## src/rtl/spi_pinmux_pkg.sv

```systemverilog
// Package: shared pin indices and the per-pin override bundle.
// Assumes four SPI pins, always in the index order listed below.
package spi_pinmux_pkg;

    localparam int PIN_COUNT = 4;

    typedef enum int {
        PIN_SS   = 0,
        PIN_SCK  = 1,
        PIN_MOSI = 2,
        PIN_MISO = 3
    } pin_idx_e;

    typedef struct packed {
        logic dir_en;
        logic dir_val;
        logic pull_en;
        logic pull_val;
        logic val_en;
        logic val_val;
        logic drive;
    } pin_ovr_t;

endpackage

```

## src/rtl/spi_pin_role.sv

```systemverilog
// Module: override generator for one SPI pin.
// A pin is forced to input in one role, chosen by INPUT_IN_MASTER. In the
// other role it follows its direction bit. If HAS_CORE_DRIVE is set, its
// output value then comes from the SPI core.
// Assumes spi_en and spi_master are stable register outputs.
module spi_pin_role #(
    parameter bit INPUT_IN_MASTER = 1'b0,
    parameter bit HAS_CORE_DRIVE  = 1'b1
) (
    input  logic                      clk,
    input  logic                      rst_n,
    input  logic                      spi_en,
    input  logic                      spi_master,
    input  logic                      dir_bit,
    input  logic                      port_bit,
    input  logic                      core_drive,
    output spi_pinmux_pkg::pin_ovr_t  ovr
);
    logic forced;
    logic drives;

    // Decide whether the current role forces this pin in or lets the core drive it.
    always_comb begin
        forced = spi_en & (INPUT_IN_MASTER ? spi_master : ~spi_master);
        drives = spi_en & HAS_CORE_DRIVE & ~forced;
    end

    // Build the override bundle from the role decision.
    always_comb begin
        ovr          = '0;
        ovr.dir_en   = forced;
        ovr.dir_val  = 1'b0;
        ovr.pull_en  = forced;
        ovr.pull_val = forced & port_bit;
        ovr.val_en   = drives;
        ovr.val_val  = drives & core_drive;
        ovr.drive    = ~forced & dir_bit;
    end

    // A forced input keeps the pull-up under port-bit control.
    assert_forced_pull_R4: assert property (@(posedge clk) disable iff (!rst_n)
        ovr.dir_en |-> (ovr.pull_en && ovr.pull_val == port_bit));

    // A forced input is never driven and never gets a core value.
    assert_forced_undriven_R9: assert property (@(posedge clk) disable iff (!rst_n)
        ovr.dir_en |-> (!ovr.drive && !ovr.val_en));

    // No override of any kind while the SPI is off.
    assert_idle_quiet_R1: assert property (@(posedge clk) disable iff (!rst_n)
        !spi_en |-> (!ovr.dir_en && !ovr.pull_en && !ovr.val_en && ovr.drive == dir_bit));

endmodule

```

## src/rtl/spi_in_sync.sv

```systemverilog
// Module: multi-stage synchroniser for the pad levels routed to the core.
// Assumes pad levels may change asynchronously. Every stage resets to RESET_VAL.
module spi_in_sync #(
    parameter int              WIDTH     = 4,
    parameter int              STAGES    = 2,
    parameter logic [WIDTH-1:0] RESET_VAL = '1
) (
    input  logic             clk,
    input  logic             rst_n,
    input  logic [WIDTH-1:0] d,
    output logic [WIDTH-1:0] q
);
    logic [STAGES-1:0][WIDTH-1:0] stage;

    // Shift the sampled pad levels through the synchroniser chain.
    always_ff @(posedge clk) begin
        if (!rst_n) begin
            stage <= {STAGES{RESET_VAL}};
        end else begin
            stage[0] <= d;
            for (int k = 1; k < STAGES; k++) begin
                stage[k] <= stage[k-1];
            end
        end
    end

    assign q = stage[STAGES-1];

    generate
        if (STAGES == 2) begin : g_chk2
            logic [1:0] warm;

            // Count edges since reset so the latency check looks back only at valid samples.
            always_ff @(posedge clk) begin
                if (!rst_n)           warm <= 2'd0;
                else if (warm != 2'd3) warm <= warm + 2'd1;
            end

            assert_sync_latency_R7: assert property (@(posedge clk) disable iff (!rst_n)
                (warm == 2'd3) |-> (q == $past(d, 2)));
        end
    endgenerate

endmodule

```

## src/rtl/spi_pin_override.sv

```systemverilog
// Module: top of the SPI pin override logic.
// Creates one role generator per SPI pin, synchronises the pad levels for
// the core, and derives the slave-selected flag.
// Assumes the index order from spi_pinmux_pkg in every 4-bit vector.
module spi_pin_override #(
    parameter int SYNC_STAGES = 2
) (
    input  logic       clk,
    input  logic       rst_n,
    input  logic       spi_en,
    input  logic       spi_master,
    input  logic [3:0] pin_dir,
    input  logic [3:0] pin_port,
    input  logic       core_sck_out,
    input  logic       core_mosi_out,
    input  logic       core_miso_out,
    input  logic [3:0] pad_in,
    output logic [3:0] dir_ovr_en,
    output logic [3:0] dir_ovr_val,
    output logic [3:0] pull_ovr_en,
    output logic [3:0] pull_ovr_val,
    output logic [3:0] val_ovr_en,
    output logic [3:0] val_ovr_val,
    output logic [3:0] pin_drive,
    output logic [3:0] core_pin_in,
    output logic       slave_active
);
    import spi_pinmux_pkg::*;

    localparam int NP = PIN_COUNT;

    logic [NP-1:0] core_drive;
    pin_ovr_t      ovr [NP];

    // Gather the core output values in pin index order; select has none.
    always_comb begin
        core_drive           = '0;
        core_drive[PIN_SCK]  = core_sck_out;
        core_drive[PIN_MOSI] = core_mosi_out;
        core_drive[PIN_MISO] = core_miso_out;
    end

    generate
        for (genvar i = 0; i < NP; i++) begin : g_pin
            localparam bit IN_M  = (i == PIN_MISO);
            localparam bit DRIVE = (i != PIN_SS);

            spi_pin_role #(
                .INPUT_IN_MASTER (IN_M),
                .HAS_CORE_DRIVE  (DRIVE)
            ) u_role (
                .clk        (clk),
                .rst_n      (rst_n),
                .spi_en     (spi_en),
                .spi_master (spi_master),
                .dir_bit    (pin_dir[i]),
                .port_bit   (pin_port[i]),
                .core_drive (core_drive[i]),
                .ovr        (ovr[i])
            );

            assign dir_ovr_en[i]   = ovr[i].dir_en;
            assign dir_ovr_val[i]  = ovr[i].dir_val;
            assign pull_ovr_en[i]  = ovr[i].pull_en;
            assign pull_ovr_val[i] = ovr[i].pull_val;
            assign val_ovr_en[i]   = ovr[i].val_en;
            assign val_ovr_val[i]  = ovr[i].val_val;
            assign pin_drive[i]    = ovr[i].drive;
        end
    endgenerate

    spi_in_sync #(
        .WIDTH     (NP),
        .STAGES    (SYNC_STAGES),
        .RESET_VAL ({NP{1'b1}})
    ) u_sync (
        .clk   (clk),
        .rst_n (rst_n),
        .d     (pad_in),
        .q     (core_pin_in)
    );

    // The slave is selected only in slave role with a low synchronised select.
    always_comb begin
        slave_active = spi_en & ~spi_master & ~core_pin_in[PIN_SS];
    end

    // Exactly one forced pin in master role and three in slave role.
    assert_role_count_R2: assert property (@(posedge clk) disable iff (!rst_n)
        spi_en |-> ($countones(dir_ovr_en) == (spi_master ? 1 : 3)));

    // Forced input and core drive never coincide on one pin.
    assert_role_split_R5: assert property (@(posedge clk) disable iff (!rst_n)
        (dir_ovr_en & val_ovr_en) == 4'b0000);

    // Only the slave role can report a selected slave.
    assert_slave_only_R8: assert property (@(posedge clk) disable iff (!rst_n)
        slave_active |-> (spi_en && !spi_master && !core_pin_in[0]));

    // The slave role always drives exactly the data-out pin from the core.
    assert_slave_drive_R6: assert property (@(posedge clk) disable iff (!rst_n)
        (spi_en && !spi_master) |-> (val_ovr_en == 4'b1000));

endmodule

```

## config.mk

```make
export PLATFORM = sky130hd
export DESIGN_NAME = spi_pin_override
export DESIGN_NICKNAME = d
export VERILOG_FILES = /design/src/rtl/spi_pinmux_pkg.sv /design/src/rtl/spi_pin_role.sv /design/src/rtl/spi_in_sync.sv /design/src/rtl/spi_pin_override.sv
export SDC_FILE = /design/constraint.sdc
export NUM_CORES = 1
export LEC_CHECK = 0
export BUFFER_PORTS_ARGS = -buffer_cell sky130_fd_sc_hd__buf_2
export CAP_MARGIN = 40
export CORE_UTILIZATION = 35
export CTS_CLUSTER_DIAMETER = 50
export DETAILED_ROUTE_END_ITERATION = 6
export GPL_ROUTABILITY_DRIVEN = 0
export PLACE_DENSITY = 0.86
export SYNTH_ARGS = -nofsm -noshare
export SYNTH_HDL_FRONTEND = slang
export SYNTH_HIERARCHICAL = 1
export SYNTH_SLANG_ARGS = --single-unit
```

## constraint.sdc

```tcl
create_clock -name clk -period 1.2 [get_ports clk]
set_input_delay 0.12 -clock clk [delete_from_list [all_inputs] [get_ports clk]]
set_output_delay 0.12 -clock clk [all_outputs]
set_load 0.1 [all_outputs]
```

==> reports/results.txt, run 1 <==
delay-heaviest family, CP - flip-flops
placed insts - 102
Post-Layout Cell Count - 105
antenna cells - 0
final period utilization - 96.25%
Tot Pwr - 1.149 mW
Core Area - 1366 um2
slowest stage delay, CP - 350 ps
Net Switching - 0.5547 mW
drt drc - 0
crit end category - primary output
register share of total power - 24.6%
PD cells - 1109 nW/um2
clock share of power - 16.2%
max-slew violations - 0
syn avg cell area - 8.904 um2
combinational share of power - 59.2%
Site Rows - 13
RSZ-0062 raised after global routing - false
Post-Synthesis Cells - 60
Layout Utilization - 75.82%
outcome - completed
CTS Root Cell - clkbuf_4
first-pass GRT wire length - 1.635 mm
Worst Path Arrival - 1030 ps
Max-Cap Viols - 0
P_int - 0.5945 mW
Starting Density - 39.10%
Pre-antenna DRT Iters - 2
crit path cell chain - nor3b_4, buf_12
CTS tree - yes
CP required - 1080 ps
# fillers - 86
WL/cell - 11.18 um
Max Root-Sink Buffers - 2
total grt overflow - 0
yosys warns - 6
# nets final - 111
TritonCTS sink count - 8
area of the die - 1687 um2
setup TNS - 0 ps
clock transition at the registers of the reported paths - 50 ps
DR iter-0 viols - 2
Top Ports - 52
antenna violations before repair - 0
GRT Overall Usage - 15.47%
Period minus WS final - 1155 ps
Crit path buffers/inverters - 1
Num CTS Buffers - 3
layout cells sized above 1 - 63.33%
post-route ant nets - 0
Cell Area, Synth - 534.3 um2
leakage - 0.4950 nW
# H-tree levels - 1
Post-CTS Setup Inserts - 0
CTS resizes - 0
Syn-to-layout area delta - 93.91%
vias in the first global route - 360
crit path kind - reg -> out
crit-path max FO - 2
Die Ht - 41.07 um
total number of vias - 437
Final Cell Area - 1036 um2
slowest CP cell - dfxtp_1
final hold vios - 0
largest net degree at the start of global routing - 14
Vias/cell - 4.162
final setup fails - 0
Max Fclk - 865.8 MHz
Final WS setup - 45.03 ps
Die Wd - 41.07 um
maximum VDD drop - 0.0007889 V
worst-skew pair later-pin latency - 240 ps
startpoint types - register
Setup Skew - 1.500 ps
Net Sw Frac - 48.27%
hold slack final - 55.70 ps
HPWL after detailed placement - 1.060 mm
wirelength, routed - 1.174 mm
HP Class - in -> reg
area post-placement - 1013 um2
port buffer count - 45
pre-CTS setup slack - 105.3 ps
CTS Hold Bufs - 0
state kept, by name, indices dropped and copies added (netlist names):
| register | cells |
|---|---|
| u_sync/q | 4 |
| u_sync/stage | 4 |
layer usage:
metal	vias up	global-route usage [%]	routed length (um)	share of wire, %
met2	35	27.73	643	55
met3	0	5.978	184	16
li1	217	-	-	-
met1	185	14.29	345	29
met5	-	0	0	0
met4	0	10.00	0	0
power groups by stage:
stage	clock network (mW)	registers, mW	logic, mW
after global routing	0.217	0.283	0.700
after CTS	0.198	0.283	0.683
after detailed placement	0	0.288	0.683
after floorplan	0	0.286	0.499
final	0.186	0.283	0.680
after global placement	0	0.288	0.676
path summary, 6_finish.rpt:
kind,startpoint,to,slack [ps],depth (start not counted)
worst max-delay path,u_sync/q[0],slave_active,50,2
worst min register to register,u_sync/stage[0],u_sync/q[0],400,1
worst max register to register,u_sync/stage[2],u_sync/q[2],680,1
worst min-delay path,pad_in[1],u_sync/stage[1],60,2
area by class of cell:
type                       instances  area [um2]  area share (%)
timing repair buffer              46       593.1           57.25
multi-input combinational         33       241.5           23.31
sequential                         8       160.2           15.46
tap                               15       18.77           1.812
clock buffer                       3       22.52           2.174
placed cells by master, fill, tap and decap left out:
master    count
buf_12       24
buf_2        21
nand2b_1      8
dfxtp_1       8
and2_1        6
conb_1        6
clkbuf_4      3
nor2b_4       3
nor2b_2       3
and3_1        3
nor3b_4       1
nor2b_1       1
and3b_1       1
a21boi_2      1
buf_4         1
Note: power is estimated with default switching activity, not from simulation.
==> inputs of run 2 (changes only) <==
--- a/config.mk
+++ b/config.mk
@@ -5,13 +5,15 @@
 export SDC_FILE = /design/constraint.sdc
 export NUM_CORES = 1
 export LEC_CHECK = 0
+export ABC_AREA = 1
 export BUFFER_PORTS_ARGS = -buffer_cell sky130_fd_sc_hd__buf_2
 export CAP_MARGIN = 40
 export CORE_UTILIZATION = 35
 export CTS_CLUSTER_DIAMETER = 50
 export DETAILED_ROUTE_END_ITERATION = 6
 export GPL_ROUTABILITY_DRIVEN = 0
-export PLACE_DENSITY = 0.86
+export GPL_TIMING_DRIVEN = 0
+export PLACE_DENSITY = 0.84
 export SYNTH_ARGS = -nofsm -noshare
 export SYNTH_HDL_FRONTEND = slang
 export SYNTH_HIERARCHICAL = 1
==> run 2 against run 1 <==
- sequential share of layout area grew 2.1 points
- setup slack lost 29 ps
- first-iteration DRC count shrank 100%
- clock skew shrank 1.4 ps
- combinational power shrank 11%
- sequential cell count is the same
- critical path depth grew 4
- sequential power is essentially flat
- die area grew 7.6%
- hold slack lost 7.8 ps
- clock-buffer cell count is the same
- cell count grew 50%
- largest cell class unchanged
- highest routed layer unchanged
==> reports/results.txt, run 2 <==
CTS Root Cell - clkbuf_4
delay-heaviest family, CP - buffers and inverters
slowest CP cell - buf_2
first-pass GRT wire length - 1.628 mm
Vias/cell - 3.652
drt drc - 0
area of the die - 1814 um2
startpoint types - input port
Setup Skew - 0.08396 ps
final hold vios - 0
port buffer count - 44
CP required - 1080 ps
# H-tree levels - 1
max-slew violations - 0
Crit path buffers/inverters - 5
maximum VDD drop - 0.0006123 V
GRT Overall Usage - 11.52%
CTS tree - yes
commonest non-fill, non-tap cell in the layout - buf_2
Die Ht - 42.60 um
antenna violations before repair - 0
post-route ant nets - 0
Hold Path Sink - u_sync/stage[3]
CTS Hold Bufs - 0
crit path kind - in -> out
hold slack final - 47.90 ps
Max-Cap Viols - 0
layout cells sized above 1 - 59.15%
r2r worst-path depth - 2
wirelength, routed - 1.044 mm
Register Area - 160.2 um2
final setup fails - 0
Starting Density - 37.85%
Worst R2R Setup Slack - 720 ps
vias in the first global route - 484
# fillers - 143
multi-input logic area - 175.2 um2
Core Area - 1524 um2
total number of vias - 577
PD cells - 1181 nW/um2
Num CTS Buffers - 3
Site Rows - 14
yosys warns - 6
worst-skew pair later-pin latency - 240 ps
RR Startpoint - u_sync/stage[2]
crit end category - primary output
Syn-to-layout area delta - 58.13%
Final Cell Area - 912.1 um2
Post-CTS Setup Inserts - 0
Max Fclk - 844.7 MHz
Die Wd - 42.60 um
setup TNS - 0 ps
worst reg2reg endpoint - u_sync/q[2]
total grt overflow - 0
crit-path max FO - 9
critical path launch point - spi_master
most frequent cells in the layout - buf_2 (31), inv_1 (29), buf_4 (25)
outcome - completed
Pre-antenna DRT Iters - 1
Hold Startpoint - pad_in[3]
largest net degree at the start of global routing - 13
DR iter-0 viols - 0
HPWL after detailed placement - 907.9 um
TritonCTS sink count - 8
HP Class - in -> reg
antenna cells - 0
leakage - 0.6484 nW
final period utilization - 98.65%
# nets final - 163
clock transition at the registers of the reported paths - 50 ps
WL/cell - 6.608 um
Max Root-Sink Buffers - 2
Top Ports - 52
Period minus WS final - 1184 ps
slowest stage delay, CP - 410 ps
crit path cell chain - buf_2, inv_1, nand2_2, inv_1, buf_4, buf_2
syn avg cell area - 6.202 um2
Worst Path Arrival - 1060 ps
area post-placement - 854.6 um2
Cell Area, Synth - 576.8 um2
hold depth - 3
Post-Synthesis Cells - 93
==> run 2: worst max path at each step <==
| stage | endpoint | slack [ps] | cells past startpoint |
|---|---|---|---|
| finish | pull_ovr_en[0] | 20 | 6 |
| global route | pull_ovr_en[0] | -40 | 5 |
| CTS | dir_ovr_en[1] | 2 | 5 |
| detailed placement | dir_ovr_en[3] | -10 | 5 |
| global placement | pull_ovr_en[2] | 20 | 5 |
| floorplan | pin_drive[0] | 10 | 2 |
==> run 2: what timing repair did <==
action                     4_1_cts  5_1_grt
setup endpoints to repair        4       10
gates resized for setup          4       10
pin swaps                        0        0
==> run 2: through the flow <==
step / std cells / total power, mW / utilization (%) / setup WS [ps]
global placement: 155 / 0.8724 / 56.08 / 22.08
global route: 158 / 1.121 / 59.85 / -44.35
detailed placement: 155 / 0.8790 / 56.08 / -12.18
floorplan: 95 / 0.7992 / - / 12.77
CTS: 158 / 1.081 / 58.21 / 2.063
finish: 158 / 1.077 / 59.85 / 16.17
==> run 2: where the power goes <==
group	internal (mW)	total [mW]	leakage (nW)	switching, mW
Clock	0.114	0.192	0.0138	0.0785
Sequential	0.279	0.281	0.0664	0.00267
Combinational	0.122	0.604	0.568	0.482
==> run 2: tightest hold or removal path, cell delays in order <==
cell and delay, ps:
buf_2 70, inv_1 30, nand2_1 40
==> run 2: cell type report <==
type,instances,share of cell area [%]
repair buffers,44,27.98
clock buffers,3,2.469
multi-input cells,34,19.20
plain buffers,22,17.83
well taps,16,2.195
flip-flops and latches,8,17.56
inverters,31,12.76
==> run 2: metal layers <==
metal	share of wire [%]	vias to the layer above	global-route usage (%)
li1	-	319	-
met1	35	223	9.186
met2	53	35	24.62
met3	12	0	2.586
met4	0	0	5.625
met5	0	-	0
==> inputs of run 3 (changes only) <==
--- a/config.mk
+++ b/config.mk
@@ -5,15 +5,15 @@
 export SDC_FILE = /design/constraint.sdc
 export NUM_CORES = 1
 export LEC_CHECK = 0
-export ABC_AREA = 1
 export BUFFER_PORTS_ARGS = -buffer_cell sky130_fd_sc_hd__buf_2
 export CAP_MARGIN = 40
 export CORE_UTILIZATION = 35
+export CTS_BUF_LIST = sky130_fd_sc_hd__clkbuf_4 sky130_fd_sc_hd__clkbuf_8
 export CTS_CLUSTER_DIAMETER = 50
 export DETAILED_ROUTE_END_ITERATION = 6
 export GPL_ROUTABILITY_DRIVEN = 0
 export GPL_TIMING_DRIVEN = 0
-export PLACE_DENSITY = 0.84
+export PLACE_DENSITY = 0.86
 export SYNTH_ARGS = -nofsm -noshare
 export SYNTH_HDL_FRONTEND = slang
 export SYNTH_HIERARCHICAL = 1
==> run 3 against run 2 <==
- die area fell by 7.0%
- routed wire length fell by 0.57%
- clock skew rose by 1.8 ps
- cell area fell by 3.0%
- sequential power barely moved
- total power fell by 0.26%
- register-to-register slack got worse by 50 ps
- clock-buffer cell count did not move
- highest routed layer unchanged
- clock power barely moved
- cell count fell by 22%
- first-iteration DRC count rose by 4
==> reports/results.txt, run 3 (synthesized netlist as in run 1, its figures left out) <==
setup TNS - 0 ps
commonest non-fill, non-tap cell in the layout - buf_4
TritonCTS sink count - 8
Die Ht - 41.07 um
combinational share of power - 55.5%
hold depth - 2
Max-Cap Viols - 0
total number of vias - 485
antenna violations before repair - 0
Num CTS Buffers - 3
crit path kind - reg -> out
Starting Density - 39.10%
GRT Overall Usage - 11.88%
HP Class - in -> reg
max-slew violations - 0
PD cells - 1214 nW/um2
Tot Pwr - 1.074 mW
Die Wd - 41.07 um
area post-placement - 803.3 um2
WL/cell - 8.371 um
post-route ant nets - 0
Syn-to-layout area delta - 65.57%
antenna cells - 0
final hold vios - 0
crit path cell chain - buf_4, buf_2
wirelength, routed - 1.038 mm
Pre-antenna DRT Iters - 2
startpoint types - register
clock transition at the registers of the reported paths - 50 ps
total grt overflow - 0
CTS tree - yes
CP required - 1080 ps
Top Ports - 52
Max Fclk - 857.1 MHz
drt drc - 0
Hold Path Sink - u_sync/stage[3]
Worst R2R Setup Slack - 670 ps
register share of total power - 26.3%
r2r worst-path depth - 1
slowest CP cell - buf_2
Period minus WS final - 1167 ps
most frequent cells in the layout - buf_4 (27), buf_2 (24), clkbuf_4 (16)
outcome - completed
P_int - 0.5289 mW
layout cells sized above 1 - 70.64%
final period utilization - 97.23%
Layout Utilization - 64.74%
CTS Root Cell - clkbuf_4
Hold Startpoint - pad_in[3]
RR Startpoint - u_sync/stage[3]
vias in the first global route - 329
# nets final - 130
maximum VDD drop - 0.0006514 V
# H-tree levels - 1
CTS Hold Bufs - 0
final setup fails - 0
Worst Path Arrival - 1050 ps
area of the die - 1687 um2
Max Root-Sink Buffers - 2
port buffer count - 45
first-pass GRT wire length - 1.221 mm
Net Sw Frac - 50.76%
largest net degree at the start of global routing - 14
clock share of power - 18.1%
slowest stage delay, CP - 410 ps
Vias/cell - 3.911
crit end category - primary output
Core Area - 1366 um2
DR iter-0 viols - 4
Site Rows - 13
worst-skew pair later-pin latency - 250 ps
Net Switching - 0.5452 mW
Setup Skew - 1.911 ps
Final Cell Area - 884.6 um2
worst reg2reg endpoint - u_sync/q[3]
leakage - 0.5038 nW
crit-path max FO - 1
-- run 3: cell types whose count changed in the layout (fill, tap and decap cells not counted), moves of 4 or more --
cell      delta
inv_1       -29
nor2_2       -7
a21oi_2      -4
nand2b_1     +8
and2_1       +6
nand2_1     -15
buf_2        -7
-- run 3: cell type report --
| class | instances | area (um2) |
|---|---|---|
| Fill cell | 110 | 481.7 |
| Timing Repair Buffer | 45 | 290.3 |
| Multi-Input combinational cell | 33 | 241.5 |
| Sequential cell | 8 | 161.4 |
| Buffer | 20 | 150.1 |
| Clock buffer | 3 | 22.52 |
| Tap cell | 15 | 18.77 |
-- run 3: worst max-delay path, delay by kind of cell (launching register included) --
family / cells / cell delay [ps]
buffers and inverters: 2 / 500
flip-flops: 1 / 300
-- run 3: repair_timing --
action	CTS	global route
buffers inserted	0	0
endpoints found under the setup margin	8	14
cloned	0	0
pin swaps	0	1
resized for setup	10	15
-- run 3: power groups by stage --
| stage | registers [mW] | logic, mW | clock network [mW] |
|---|---|---|---|
| 6_report | 0.283 | 0.597 | 0.195 |
| 3_3_place_gp | 0.286 | 0.575 | 0 |
| 4_1_cts | 0.281 | 0.589 | 0.206 |
| 5_1_grt | 0.283 | 0.622 | 0.229 |
| 2_1_floorplan | 0.286 | 0.499 | 0 |
| 3_5_place_dp | 0.287 | 0.581 | 0 |
-- run 3: metal layers --
layer	GRT usage [%]	part of all wire [%]	vias up
met5	0	0	-
met4	10.00	0	0
met3	5.435	10	0
met2	22.27	56	33
met1	8.766	33	198
li1	-	-	254
-- run 3: worst max-delay path by stage --
stage                startpoint        endpoint  slack [ps]  depth (start not counted)
floorplan           u_sync/q[0]    slave_active        -290                          2
global placement     spi_master   dir_ovr_en[3]         -10                          4
detailed placement   spi_master   dir_ovr_en[3]         -40                          4
CTS                 u_sync/q[0]    slave_active         -10                          3
global route         spi_master    pin_drive[0]         -10                          4
finish              u_sync/q[2]  core_pin_in[2]          30                          2
-- run 3: metrics by stage --
stage / instances / setup WS (ps) / hold slack [ps]
floorplan: 62 / -289.6 / 193.0
global route: 124 / -10.26 / 45.58
detailed placement: 122 / -44.14 / 303.4
CTS: 125 / -14.63 / 40.84
global placement: 122 / -13.88 / 299.5
finish: 124 / 33.26 / 49.96
